$ cat config.mk
export PLATFORM = sky130hd
export DESIGN_NAME = rng_periph
export DESIGN_NICKNAME = d
export VERILOG_FILES = /design/src/rtl/rng_pkg.sv /design/src/rtl/rng_engine.sv /design/src/rtl/rng_holder.sv /design/src/rtl/rng_flags.sv /design/src/rtl/rng_periph.sv
export SDC_FILE = /design/constraint.sdc
export NUM_CORES = 1
export LEC_CHECK = 0
export BUFFER_PORTS_ARGS = -buffer_cell sky130_fd_sc_hd__buf_2
export CAP_MARGIN = 0
export CORE_AREA = 10 10 130 155
export DETAILED_ROUTE_END_ITERATION = 6
export DIE_AREA = 0 0 140 165
export PLACE_DENSITY = 0.66
export SYNTH_ARGS = -nofsm -noshare
export SYNTH_HDL_FRONTEND = slang
export SYNTH_SLANG_ARGS = --single-unit
export TNS_END_PERCENT = 20
$ cat constraint.sdc
create_clock -name clk -period 3.18 [get_ports clk]
set_input_delay 0.477 -clock clk [delete_from_list [all_inputs] [get_ports clk]]
set_output_delay 0.477 -clock clk [all_outputs]
set_load 0.05 [all_outputs]
$ cat src/rtl/rng_pkg.sv
package rng_pkg;

    localparam int WORD_W = 32;
    localparam int ADDR_W = 4;

    // control bit positions
    localparam int CTL_RUN    = 0;
    localparam int CTL_ASSURE = 1;
    localparam int CTL_MASK   = 2;
    localparam int CTL_CLRERR = 3;
    localparam int CTL_NAP    = 4;

    localparam logic [WORD_W-1:0] ZERO_FIX = 32'h6A09_E667;
    localparam logic [7:0]        HOLD_SIZE = 8'd1;

    typedef enum logic [1:0] {
        REG_CTRL = 2'd0,
        REG_STAT = 2'd1,
        REG_ENT  = 2'd2,
        REG_OUT  = 2'd3
    } reg_sel_e;

    typedef struct packed {
        logic secv;
        logic lrs;
        logic oru;
        logic erri;
    } flags_t;

    function automatic logic [WORD_W-1:0] xs_step(input logic [WORD_W-1:0] s);
        logic [WORD_W-1:0] t;
        t = s ^ (s << 13);
        t = t ^ (t >> 17);
        t = t ^ (t << 5);
        return t;
    endfunction

    function automatic logic [WORD_W-1:0] never_zero(input logic [WORD_W-1:0] s);
        return (s == '0) ? ZERO_FIX : s;
    endfunction

    function automatic logic [WORD_W-1:0] pack_status(input flags_t f,
                                                      input logic   asleep,
                                                      input logic   full);
        return {8'h00, HOLD_SIZE, 7'h00, full, 3'b000, asleep,
                f.erri, f.oru, f.lrs, f.secv};
    endfunction

endpackage

$ cat src/rtl/rng_engine.sv
module rng_engine
    import rng_pkg::*;
#(
    parameter logic [WORD_W-1:0] SEED = 32'hC0FF_EE01
) (
    input  logic              clk,
    input  logic              rst,
    input  logic              step_en,
    input  logic              kick,
    input  logic              ent_valid,
    input  logic [WORD_W-1:0] ent_word,
    output logic [WORD_W-1:0] state
);

    logic [WORD_W-1:0] ticker;
    logic [WORD_W-1:0] stepped;
    logic [WORD_W-1:0] mixed;

    always_comb begin
        stepped = step_en ? xs_step(state) : state;
        mixed   = stepped;
        if (ent_valid) mixed = mixed ^ ent_word;
        if (kick)      mixed = mixed ^ ticker;
    end

    always_ff @(posedge clk) begin
        if (rst) begin
            state  <= never_zero(SEED);
            ticker <= '0;
        end else begin
            state  <= never_zero(mixed);
            ticker <= ticker + 1'b1;
        end
    end

endmodule

$ cat src/rtl/rng_holder.sv
module rng_holder
    import rng_pkg::*;
#(
    parameter int LOAD_GAP = 32
) (
    input  logic              clk,
    input  logic              rst,
    input  logic              run,
    input  logic              take,
    input  logic [WORD_W-1:0] fresh,
    output logic [WORD_W-1:0] word_q,
    output logic              full
);

    localparam int CW = (LOAD_GAP > 2) ? $clog2(LOAD_GAP) : 1;
    localparam logic [CW-1:0] LAST = CW'(LOAD_GAP - 1);

    logic [CW-1:0] cnt;

    always_ff @(posedge clk) begin
        if (rst) begin
            cnt    <= '0;
            full   <= 1'b0;
            word_q <= '0;
        end else if (take && full) begin
            full   <= 1'b0;
            word_q <= '0;
        end else if (run && !full) begin
            if (cnt == LAST) begin
                cnt    <= '0;
                full   <= 1'b1;
                word_q <= fresh;
            end else begin
                cnt <= cnt + 1'b1;
            end
        end
    end

endmodule

$ cat src/rtl/rng_flags.sv
module rng_flags
    import rng_pkg::*;
(
    input  logic   clk,
    input  logic   rst,
    input  logic   assure,
    input  logic   under,
    input  logic   good_rd,
    input  logic   stat_rd,
    input  logic   clr_err,
    output flags_t flg
);

    always_ff @(posedge clk) begin
        if (rst) begin
            flg <= '0;
        end else begin
            if (under && assure) flg.secv <= 1'b1;

            if (under)                    flg.lrs <= 1'b1;
            else if (good_rd || stat_rd)  flg.lrs <= 1'b0;

            if (under)        flg.oru <= 1'b1;
            else if (stat_rd) flg.oru <= 1'b0;

            if (under)        flg.erri <= 1'b1;
            else if (clr_err) flg.erri <= 1'b0;
        end
    end

endmodule

$ cat src/rtl/rng_periph.sv
module rng_periph
    import rng_pkg::*;
#(
    parameter int                LOAD_GAP = 32,
    parameter logic [WORD_W-1:0] SEED     = 32'hC0FF_EE01
) (
    input  logic              clk,
    input  logic              rst,
    input  logic [ADDR_W-1:0] bus_addr,
    input  logic              bus_we,
    input  logic [WORD_W-1:0] bus_wdata,
    input  logic              bus_re,
    output logic [WORD_W-1:0] bus_rdata,
    input  logic              doze_in,
    output logic              err_irq
);

    reg_sel_e          sel;
    logic              aligned;
    logic              wr_ctrl, wr_ent, rd_stat, rd_out;
    logic              go_q, ha_q, intm_q, slp_q;
    logic              sleep_now, go_set;
    logic              full;
    logic [WORD_W-1:0] eng_state, word_q;
    flags_t            flags;

    assign sel     = reg_sel_e'(bus_addr[3:2]);
    assign aligned = (bus_addr[1:0] == 2'b00);
    assign wr_ctrl = bus_we && aligned && (sel == REG_CTRL);
    assign wr_ent  = bus_we && aligned && (sel == REG_ENT);
    assign rd_stat = bus_re && aligned && (sel == REG_STAT);
    assign rd_out  = bus_re && aligned && (sel == REG_OUT);

    assign sleep_now = slp_q | doze_in;
    assign go_set    = wr_ctrl && bus_wdata[CTL_RUN] && !go_q;

    // control: run and assure only ever set; clear-error is a pulse
    always_ff @(posedge clk) begin
        if (rst) begin
            go_q   <= 1'b0;
            ha_q   <= 1'b0;
            intm_q <= 1'b0;
            slp_q  <= 1'b0;
        end else if (wr_ctrl) begin
            go_q   <= go_q | bus_wdata[CTL_RUN];
            ha_q   <= ha_q | bus_wdata[CTL_ASSURE];
            intm_q <= bus_wdata[CTL_MASK];
            slp_q  <= bus_wdata[CTL_NAP];
        end
    end

    rng_engine #(.SEED(SEED)) u_engine (
        .clk       (clk),
        .rst       (rst),
        .step_en   (go_q && !sleep_now),
        .kick      (go_set),
        .ent_valid (wr_ent),
        .ent_word  (bus_wdata),
        .state     (eng_state)
    );

    rng_holder #(.LOAD_GAP(LOAD_GAP)) u_holder (
        .clk    (clk),
        .rst    (rst),
        .run    (go_q && !sleep_now),
        .take   (rd_out),
        .fresh  (eng_state),
        .word_q (word_q),
        .full   (full)
    );

    rng_flags u_flags (
        .clk     (clk),
        .rst     (rst),
        .assure  (ha_q),
        .under   (rd_out && !full),
        .good_rd (rd_out && full),
        .stat_rd (rd_stat),
        .clr_err (wr_ctrl && bus_wdata[CTL_CLRERR]),
        .flg     (flags)
    );

    always_comb begin
        bus_rdata = '0;
        if (aligned) begin
            unique case (sel)
                REG_CTRL: begin
                    bus_rdata[CTL_RUN]    = go_q;
                    bus_rdata[CTL_ASSURE] = ha_q;
                    bus_rdata[CTL_MASK]   = intm_q;
                    bus_rdata[CTL_NAP]    = slp_q;
                end
                REG_STAT: bus_rdata = pack_status(flags, sleep_now, full);
                REG_ENT:  bus_rdata = '0;
                REG_OUT:  bus_rdata = full ? word_q : '0;
                default:  bus_rdata = '0;
            endcase
        end
    end

    assign err_irq = flags.erri & ~intm_q;

endmodule

Yosys cells after proc, flatten, opt, wreduce, memory -nomap -nowiden
Index checks and enable logic that the tools add are counted.

cells by class
  add/subtract/negate cells = 2
  reductions and logical operators = 28
  equal/unequal tests = 4
  bitwise operators = 11
  multiplexer cells = 17

operators with widths
  cell                     count
  $mux W32                 6
  $xor A32 B32 Y32         4
  $pmux W27 S2             1
  $add A32 B1 Y32 const B  1
  $logic_not A32 Y1        1
  $xor A32 B15 Y32         1
  $logic_and A1 B1 Y1      14
  $pmux W3 S4              1
  $mux W1                  6
  $reduce_bool A2 Y1       3
  $add A5 B1 Y5 const B    1
  $eq A5 B5 Y1 const B     1
  $mux W5                  1
  $eq A2 B2 Y1 const B     2
  $logic_not A2 Y1         2
  $pmux W1 S4              1
  $reduce_and A2 Y1        2
  $reduce_or A2 Y1         2
  $logic_not A1 Y1         3
  $or A1 B1 Y1             3
  $eq A2 B1 Y1 const B     1
  $not A1 Y1               2
  $pmux W1 S2              1
  $and A1 B1 Y1            1
  $logic_or A1 B1 Y1       1

storage, ports and cells
  logic and storage cells = 76
  output and inout port bits = 33
  register bits = 110
  bits of input ports = 41

Logic depth before layout (Yosys ltp)
Gate-level depths: netlist of run 1.

  depth in word-level cells = 10
  mapped depth = 11
  mapped depth without buffers = 7

Cells and area by module
A second synthesis of run 1 with hierarchy kept.

unflattened totals
  cells, all modules = 835
  area, all modules = 7191.9 µm²

by module, submodules not included
  module      instances  area each (µm²)  cells each  seq. area each (µm²)
  rng_engine  1          5058.6           570         1281.2
  rng_holder  1          1390.1           170         760.7
  rng_periph  1          614.3            82          80.1
  rng_flags   1          128.9            13          80.1

Least setup slack after synthesis of run 1
No wires, ideal clock.

  path kind = in2out
  start = input bus_addr[3]
  end = output bus_rdata[0]
  cell stages on the path = 6
  arrival = 2.483 ns
  path slack = 0.220 ns
  path buffers = 3
  required time = 2.703 ns
  cell sequence = buf_6 clkbuf_1 clkbuf_1 and3_1 a21oi_1 nor3_1

on the way
  cells in the longest elaborated chain, start to end = 3
  elaborated cells between the ends (all ways) = 6
  classes of those cells = eq/ne: 3; mux: 2; reduce/logical: 1

ends and longest elaborated chain
  item                                  RTL line          text
  start, declared                       rng_periph.sv:9   input logic [ADDR_W-1:0] bus_addr,
  $eq A2 B2 Y1 (tied with other cells)  rng_periph.sv:86  unique case (sel)
  $pmux W3 S4 (*)                       rng_periph.sv:86
  $mux W32 (*)                          rng_periph.sv:85  if (aligned) begin
  end, declared                         rng_periph.sv:13  output logic [WORD_W-1:0] bus_rdata,

Mark *: on every way between the ends. The rest lies on a longest branch, timed or not.

Worst setup path in the final report of run 1
  start = input bus_addr[1]
  end = register u_engine.state[0]

on the way
  cells in the longest elaborated chain, start to end = 8
  elaborated cells between the ends (all ways) = 11
  classes of those cells = mux: 2; bitwise: 1; reduce/logical: 8

ends and longest elaborated chain
  item                                                     RTL line                            text
  $logic_not A2 Y1 (*)                                     rng_periph.sv:28                    assign aligned = (bus_addr[1:0] == 2'b00);
  $logic_and A1 B1 Y1 (*)                                  rng_periph.sv:29, rng_periph.sv:30
  $logic_and A1 B1 Y1 (on tied branches)                   rng_periph.sv:30, rng_periph.sv:29
  $mux W32 or $logic_and A1 B1 Y1 (tied branches)          rng_engine.sv:22, rng_periph.sv:35
  $xor A32 B32 Y32 or $logic_and A1 B1 Y1 (tied branches)  rng_engine.sv:23, rng_periph.sv:35
  $mux W32 (*)                                             rng_engine.sv:23                    if (kick) mixed = mixed ^ ticker;
  $logic_not A32 Y1                                        rng_pkg.sv:39                       return (s == '0) ? ZERO_FIX : s;
  $reduce_or A2 Y1 (no source line)                        --
  end signal, assigned                                     rng_engine.sv:28                    state <= never_zero(SEED);
  end signal, assigned                                     rng_engine.sv:31                    state <= never_zero(mixed);
  end, declared                                            rng_engine.sv:12                    output logic [WORD_W-1:0] state

Marked as above.
A chain may end at the register's enable or synchronous reset.

==> qor.csv, run 1 <==
metric,value,unit
Slowest cell on crit path,or4b_1,
Die Width,140,um
CTS tree,yes,
dpl cells,1050,
nets,889,
"Remaining Overflow, GRT",0,
cells after synthesis,795,
routability congestion estimate from global placement,0.948,
unrepaired setup endpoints after global routing,false,
leading area contributor after synthesis,dfxtp_1,
die span in y,165,um
Tcrit/Tclk final,86.5,%
"commonest non-fill, non-tap cell in the layout",nand2_1,
final hold violation count,0,
n_diodes,0,
met2 usage,27.4,%
CP peak stage delay,0.54,ns
Int Pwr,2060,uW
# IOs,74,
initial core utilization,39.6,%
sequential power share,50.7,%
Die ar.,23100,um^2
clk sinks,110,
clock network fraction of total power,40.6,%
DR WL/cell,17.4,um
Synth Flop Type,dfxtp_1,
"wirelength, routed",18600,um
Post-CTS Setup Inserts,0,
Vias per Instance,5.29,
Port Buffer Count,73,
root buf cell,clkbuf_16,
vias in the first global route,5497,
DR vias,5638,
count of state elements after synthesis,110,
Fill cells,1739,
cell row count,52,
P_leak,0.00299,uW
Synth cell types,60,
share of Yosys cell area claimed by the top area cell type,32.8,%
"Cell Area, Synth",6710,um^2
asr flop ratio synth,0,%
worst rel slew slack,56.0,%
switching pwr,717,uW
Max VDD drop,197,uV
initial antenna violation count,0,
met3 Use GR,2.41,%
Worst Setup Start Kind,input port,
Routed Antenna Nets,0,
setup_tns,0,ns
run status,completed,
Post-synth EDFFs,0,
Worst Skew,0.00837,ns
WP data required,3.46,ns
met1 usage in global routing,19.3,%
initial DRC count,411,
Num CTS Buffers,9,
Core ar.,16900,um^2
"Avg Cell Area, Syn",8.44,um^2
share of layout cells above drive strength 1,15.5,%
overall routing resource usage,15.8,%
most frequent CP cell,buf_4,
nature of the critical path endpoint,flip-flop,
Worst Hold Depth,3,
H-tree levels,3,
crit-path cells,buf_2 -> or4b_1 -> buf_4 -> a21oi_1 -> xnor3_1 -> nand4_1 -> nor3_1 -> nand3_2 -> buf_4 -> o211ai_1,
Tmin final,2.75,ns
Least-Margin Pin Slew,0.661,ns
Max Cap Violations,0,
top area cells in the synthesized netlist,"dfxtp_1, xnor2_1, nand2_1",
gr busiest metal,met2,
kind of critical path,input port to flip-flop,
CTS Buffer Depth,2,
"Reg clk slew, reported paths",0.08,ns
Detail Placement HPWL,14100,um
Finished Layout Cells,1066,
Logic pwr share,8.7,%
first-pass GRT wire length,29700,um
Synth-to-Final Area Change,12.7,%
Slew Limit Fails,0,
final setup fails,0,
worst-case reg-to-reg path depth,9,
largest net degree at the start of global routing,61,
HP Class,input port to flip-flop,
Clock Latency Late Sink,0.36,ns
Syn. warnings,0,
worst-path fanout max,19,
CP arrival,3.03,ns
Residual DRC,0,
fmax,0.364,GHz
most frequent cells in the layout,"nand2_1, dfxtp_1, a21oi_1, buf_2, nor2_1",
Mapped Nets,839,
sw frac,25.8,%
"Hold-fix buffers, CTS",0,
Detailed Routing Iterations Pass 1,5,
post-CTS sizing,0,
pwr/cell area,368,nW/um^2
sequential share of the synthesized area,32.8,%
## power by group through the flow
stage	registers (uW)	clock network, uW	logic [uW]
4_1_cts	1410	1140	241
3_3_place_gp	1440	0	239
6_report	1410	1130	242
2_1_floorplan	1430	0	173
5_1_grt	1410	1190	262
3_5_place_dp	1440	0	240
## through the flow
step                      area, um^2  worst slack [ns]  total power (uW)  utilization (%)  hold slack, ns
after floorplan                 6710             0.220              1600                -           0.426
after global placement          7270             0.140              1680             43.0           0.439
after detailed placement        7270             0.133              1680             43.0           0.444
after CTS                       7560             0.455              2790             44.7           0.361
after global routing            7560             0.250              2870             44.7           0.370
final                           7560             0.430              2780             44.7           0.362
## synth_stat cells (all sizes together), types with 2 or more instances
cell / number
and3b: 2
xnor2: 55
nor3b: 5
xor3: 11
mux2i: 6
and4: 12
nor2b: 4
nand2: 112
o31ai: 2
a31oi: 11
and2: 31
nor3: 9
o21ai: 35
a21oi: 75
a22oi: 4
nor2: 73
nand4: 11
xor2: 22
a32oi: 10
o211ai: 3
clkbuf: 40
and3: 12
or4bb: 12
ha: 3
inv: 18
or2: 3
nor4: 4
o21bai: 3
xnor3: 18
nand3: 23
buf: 21
or3: 20
dfxtp: 110
## final cells by class
type,instances,area (um^2),area share [%]
multi-input cells,605,4150,55.0
flip-flops and latches,110,2200,29.1
repair buffers,100,568,7.52
well taps,216,270,3.58
clock buffers,10,239,3.16
inverters,19,71.3,0.944
clock inverters,6,52.6,0.695
## registers in the layout, summed over array words and instances (netlist names)
| register | flops |
|---|---|
| intm_q | 1 |
| u_holder.full | 1 |
| u_holder.word_q | 32 |
| go_q | 1 |
| u_holder.cnt | 5 |
| ha_q | 1 |
| u_flags.flg | 4 |
| u_engine.ticker | 32 |
| slp_q | 1 |
| u_engine.state | 32 |
## kinds of logic (layout without fill, tap and decap cells)
family,Yosys count,after routing,synth area share (%)
AO/OA/AOI/OAI,149,149,12.9
XOR/XNOR,106,106,20.0
adder cells (fa/ha/maj),3,3,0.560
buffers and inverters,80,135,5.22
flip-flops,110,110,32.8
multiplexers,7,7,1.06
AND/OR/NAND/NOR,340,340,27.4
## path summary, 6_finish.rpt
path	startpoint	end	slack [ns]
setup / recovery	bus_addr[1]	u_engine.state[0]	0.43
hold / removal	bus_wdata[1]	ha_q	0.36
setup reg to reg	u_engine.state[5]	u_engine.state[0]	0.46
hold reg to reg	u_holder.word_q[12]	u_holder.word_q[12]	0.45
## routing by layer
layer	share of wire (%)	up-vias	wire length [um]
met5	0	-	0
li1	-	2829	-
met1	43	2653	8000
met4	2.4	0	453
met3	4.7	25	880
met2	50	131	9250
## worst max-delay path: cells and delay by family
family	cells	cell delay (ns)
xor+xnor	1	0.33
simple gates	4	1.12
buf+inv	3	0.59
compound gates	2	0.49
Power figures use the tool's default switching activity.
==> run 2: changes to the inputs <==
CTS_BUF_LIST = sky130_fd_sc_hd__clkbuf_16   (was unset)
==> run 2 against run 1 <==
  * Utilization is 0.059 points lower
  * Critical endpoint unchanged
  * Clock-buffer cell count shrank 1
  * Clock power hardly changed
  * Clock skew about the same
  * Highest routed layer unchanged
  * Global-route usage about the same
  * Critical path type unchanged
  * Critical path depth stayed put
  * Via count rose by 0.20%
  * Fmax grew 0.19%
==> qor.csv, run 2 (synthesis gave the netlist of run 1 again) <==
metric,value,unit
run status,completed,
r2r setup slk,0.44,ns
crit-path cells,buf_2 -> or4b_1 -> buf_4 -> a21oi_1 -> xnor3_1 -> nand4_1 -> nor3_1 -> nand3_2 -> buf_4 -> o211ai_1,
Synth-to-Final Area Change,12.5,%
Worst Skew,0.00882,ns
CP arrival,3.02,ns
Die ar.,23100,um^2
root buf cell,clkbuf_16,
"Remaining Overflow, GRT",0,
Top Registers,"u_engine.state x32, u_engine.ticker x32, u_holder.word_q x32",
Fill cells,1743,
"Hold-fix buffers, CTS",0,
worst-case reg-to-reg path depth,9,
dpl cells,1050,
Least-Margin Pin Slew,0.684,ns
first-pass GRT wire length,29700,um
Port Buffer Count,73,
unrepaired setup endpoints after global routing,false,
Top Family by Delay on Critical Path,simple AND/OR/NAND/NOR gates,
vias in the first global route,5496,
Detailed Routing Iterations Pass 1,5,
worst rel slew slack,54.4,%
P_leak,0.00299,uW
Tcrit/Tclk final,86.3,%
worst r2r src,u_engine.state[5],
Slew Limit Fails,0,
setup_tns,0,ns
RR Endpoint,u_engine.state[0],
Max Cap Violations,0,
Worst Setup Start Kind,input port,
DR vias,5649,
WP data required,3.46,ns
largest net degree at the start of global routing,61,
die span in y,165,um
Buf/Inv on CP,3,
post-CTS sizing,0,
fin area,7550,um^2
Detail Placement HPWL,14100,um
CTS Buffer Depth,2,
Residual DRC,0,
Routed Antenna Nets,0,
Max VDD drop,200,uV
nets,889,
H-tree levels,3,
initial DRC count,421,
DR WL/cell,17.4,um
overall routing resource usage,15.8,%
Finished Layout Cells,1066,
CTS tree,yes,
initial antenna violation count,0,
# IOs,74,
Vias per Instance,5.30,
final setup fails,0,
Min Hold Slack,0.360,ns
initial core utilization,39.6,%
worst-path fanout max,19,
most frequent CP cell,buf_4,
Total Power,2750,uW
Core ar.,16900,um^2
pwr/cell area,365,nW/um^2
Tmin final,2.74,ns
Critical Path Stages,10,
"commonest non-fill, non-tap cell in the layout",nand2_1,
"wirelength, routed",18600,um
CP peak stage delay,0.54,ns
WHS Endpoint,ha_q,
fmax,0.364,GHz
Num CTS Buffers,9,
clk sinks,110,
share of layout cells above drive strength 1,15.4,%
Slowest cell on crit path,or4b_1,
Post-CTS Setup Inserts,0,
"Reg clk slew, reported paths",0.08,ns
Die Width,140,um
n_diodes,0,
DP Area,7270,um^2
cell row count,52,
final hold violation count,0,
HP Class,input port to flip-flop,
nature of the critical path endpoint,flip-flop,
routability congestion estimate from global placement,0.948,
critical hold path startpoint,bus_wdata[1],
Clock Latency Late Sink,0.37,ns
Worst Hold Depth,3,
kind of critical path,input port to flip-flop,
most frequent cells in the layout,"nand2_1, dfxtp_1, a21oi_1, buf_2, nor2_1",
## run 2: cell count changes in the layout (fill, tap and decap cells not counted)
cell / before / now
clkbuf_8: 1 / 0
clkinv_1: 1 / 2
## run 2: stage by stage
step	util, %	setup slack (ns)
2_1_floorplan	-	0.220
3_3_place_gp	43.0	0.140
3_5_place_dp	43.0	0.133
4_1_cts	44.6	0.455
5_1_grt	44.6	0.250
6_report	44.6	0.435
## run 2: tightest hold or removal path: stages
cell     delay [ns]
buf_2          0.09
a21oi_1        0.05
nor2_1         0.07
## run 2: worst max-delay path by stage
stage | start | to | slack, ns
CTS | bus_addr[1] | u_engine.state[0] | 0.46
floorplan | bus_addr[3] | bus_rdata[0] | 0.22
global route | bus_addr[1] | u_engine.state[2] | 0.25
detailed placement | bus_addr[1] | u_engine.state[30] | 0.13
global placement | bus_addr[1] | u_engine.state[30] | 0.14
finish | bus_addr[1] | u_engine.state[0] | 0.44
## run 2: per-layer routing
layer / GRT usage [%] / share of wire, %
met2: 27.5 / 50
met3: 2.41 / 5.2
met1: 19.3 / 43
met4: 5.97 / 2.3
met5: 0 / 0
## run 2: cell type report
cell class,instances,area [um^2],area share (%)
Inverter,19,71.3,0.945
Multi-Input combinational cell,605,4150,55.0
Timing Repair Buffer,100,568,7.53
Sequential cell,110,2200,29.2
Tap cell,216,270,3.58
Clock inverter,7,56.3,0.746
Clock buffer,9,225,2.98
## run 2: report_power, final
group | switching, uW | internal, uW
combinational | 134 | 108
sequential | 21.4 | 1390
clock | 562 | 541
==> run 3: changes to the inputs <==
CORE_AREA = 10 10 141 143   (was 10 10 130 155)
DIE_AREA = 0 0 151 153   (was 0 0 140 165)
==> run 3 against run 2 <==
  * Sequential share of layout area grew 0.17 points
  * Critical path depth shrank 3
  * Wire length grew 3.6%
  * Clock power shrank 5%
  * Clock skew grew 0.0017 ns
  * Largest cell class unchanged
==> qor.csv, run 3 (synthesis gave the netlist of run 1 again) <==
metric,value,unit
Max VDD drop,281,uV
pwr/cell area,359,nW/um^2
CP arrival,2.31,ns
WP data required,2.70,ns
clk sinks,110,
"wirelength, routed",19200,um
nature of the critical path endpoint,output port,
unrepaired setup endpoints after global routing,false,
"commonest non-fill, non-tap cell in the layout",nand2_1,
Detail Placement HPWL,14400,um
largest net degree at the start of global routing,61,
initial antenna violation count,1,
Fill cells,1735,
Clock Latency Late Sink,0.37,ns
first-pass GRT wire length,29800,um
HP Class,input port to flip-flop,
kind of critical path,input port to output port,
# IOs,74,
initial core utilization,39.3,%
Die Width,151,um
"Hold-fix buffers, CTS",0,
P_leak,0.00296,uW
Slowest cell on crit path,nor3b_4,
share of layout cells above drive strength 1,14.7,%
Finished Layout Cells,1070,
"Remaining Overflow, GRT",0,
dpl cells,1055,
Routed Antenna Nets,0,
CTS tree,yes,
"Reg clk slew, reported paths",0.08,ns
die span in y,153,um
routability congestion estimate from global placement,0.917,
register area,2200,um^2
Tcrit/Tclk final,87.6,%
Die ar.,23100,um^2
final hold violation count,0,
Least-Margin Pin Slew,0.719,ns
Slew Limit Fails,0,
Vias per Instance,5.38,
Residual DRC,0,
overall routing resource usage,16.4,%
most frequent cells in the layout,"nand2_1, dfxtp_1, a21oi_1, buf_2, nor2_1",
setup_tns,0,ns
Worst Skew,0.0106,ns
Max Cap Violations,0,
r2r setup slk,0.41,ns
Num CTS Buffers,9,
CP peak stage delay,0.43,ns
Port Buffer Count,73,
Buf/Inv on CP,4,
Post-CTS Setup Inserts,0,
run status,completed,
Top Family by Delay on Critical Path,buffers and inverters,
Synth-to-Final Area Change,11.9,%
worst rel slew slack,51.8,%
worst-path fanout max,29,
Top Registers,"u_engine.state x32, u_engine.ticker x32, u_holder.word_q x32",
final setup fails,0,
Multi-input gate area,4150,um^2
post-CTS sizing,0,
DR WL/cell,18.0,um
nets,885,
DR vias,5753,
CTS Buffer Depth,2,
Tmin final,2.79,ns
Total Power,2690,uW
vias in the first global route,5468,
Core ar.,17100,um^2
crit-path cells,buf_2 -> nor3b_4 -> buf_4 -> and3_1 -> buf_4 -> and2_1 -> buf_2,
initial DRC count,506,
cell row count,48,
fmax,0.359,GHz
Post-Place Worst Slack,0.178,ns
H-tree levels,3,
Setup WS post-layout,0.393,ns
Worst Setup Start Kind,input port,
Detailed Routing Iterations Pass 1,5,
root buf cell,clkbuf_16,
## run 3: changes by cell type in the layout (fill, tap and decap cells not counted), sizes merged
cell | previous run | this run
buf | 100 | 96
inv | 20 | 18
clkinv | 4 | 5
clkinvlp | 2 | 1
diode | 0 | 1
## run 3: layer usage
layer	wire length, um	GRT usage [%]	vias to the layer above
met3	1250	4.02	34
met5	0	0	-
met4	511	6.65	0
met1	8470	21.0	2717
li1	-	-	2832
met2	9020	25.6	170
## run 3: cell type report
| type | instances | area share [%] |
|---|---|---|
| sequential | 110 | 29.3 |
| inverter | 19 | 0.950 |
| antenna | 1 | 0.0333 |
| timing repair buffer | 96 | 7.17 |
| tap | 225 | 3.75 |
| clock buffer | 9 | 3.00 |
| clock inverter | 5 | 0.384 |
| multi-input combinational | 605 | 55.4 |
## run 3: power breakdown
group | total [uW] | leakage [uW] | switching (uW) | internal, uW
Clock | 1040 | 0.000122 | 520 | 518
Sequential | 1410 | 0.000888 | 23.1 | 1390
Combinational | 242 | 0.00195 | 135 | 107
## run 3: worst register-to-register path: cells and delay by family (launching register included)
kind	cells	cell delay, ns
AND/OR/NAND/NOR	3	1.27
AO/OA/AOI/OAI	2	0.50
flip-flops	1	0.42
XOR/XNOR	2	0.29
buffers and inverters	1	0.22
## run 3: worst paths after layout
path | startpoint | to | cells after the start
setup / recovery | bus_addr[3] | bus_rdata[14] | 7
hold / removal | bus_wdata[4] | slp_q | 3
setup reg to reg | go_q | u_engine.state[2] | 8
hold reg to reg | u_holder.word_q[5] | u_holder.word_q[5] | 2
## run 3: stage by stage
step | util [%] | instance area (um^2) | hold WS [ns]
after floorplan | - | 6710 | 0.426
after global placement | 42.5 | 7250 | 0.439
after detailed placement | 42.5 | 7250 | 0.444
after CTS | 44.0 | 7500 | 0.359
after global routing | 44.0 | 7500 | 0.384
final | 44.0 | 7500 | 0.367
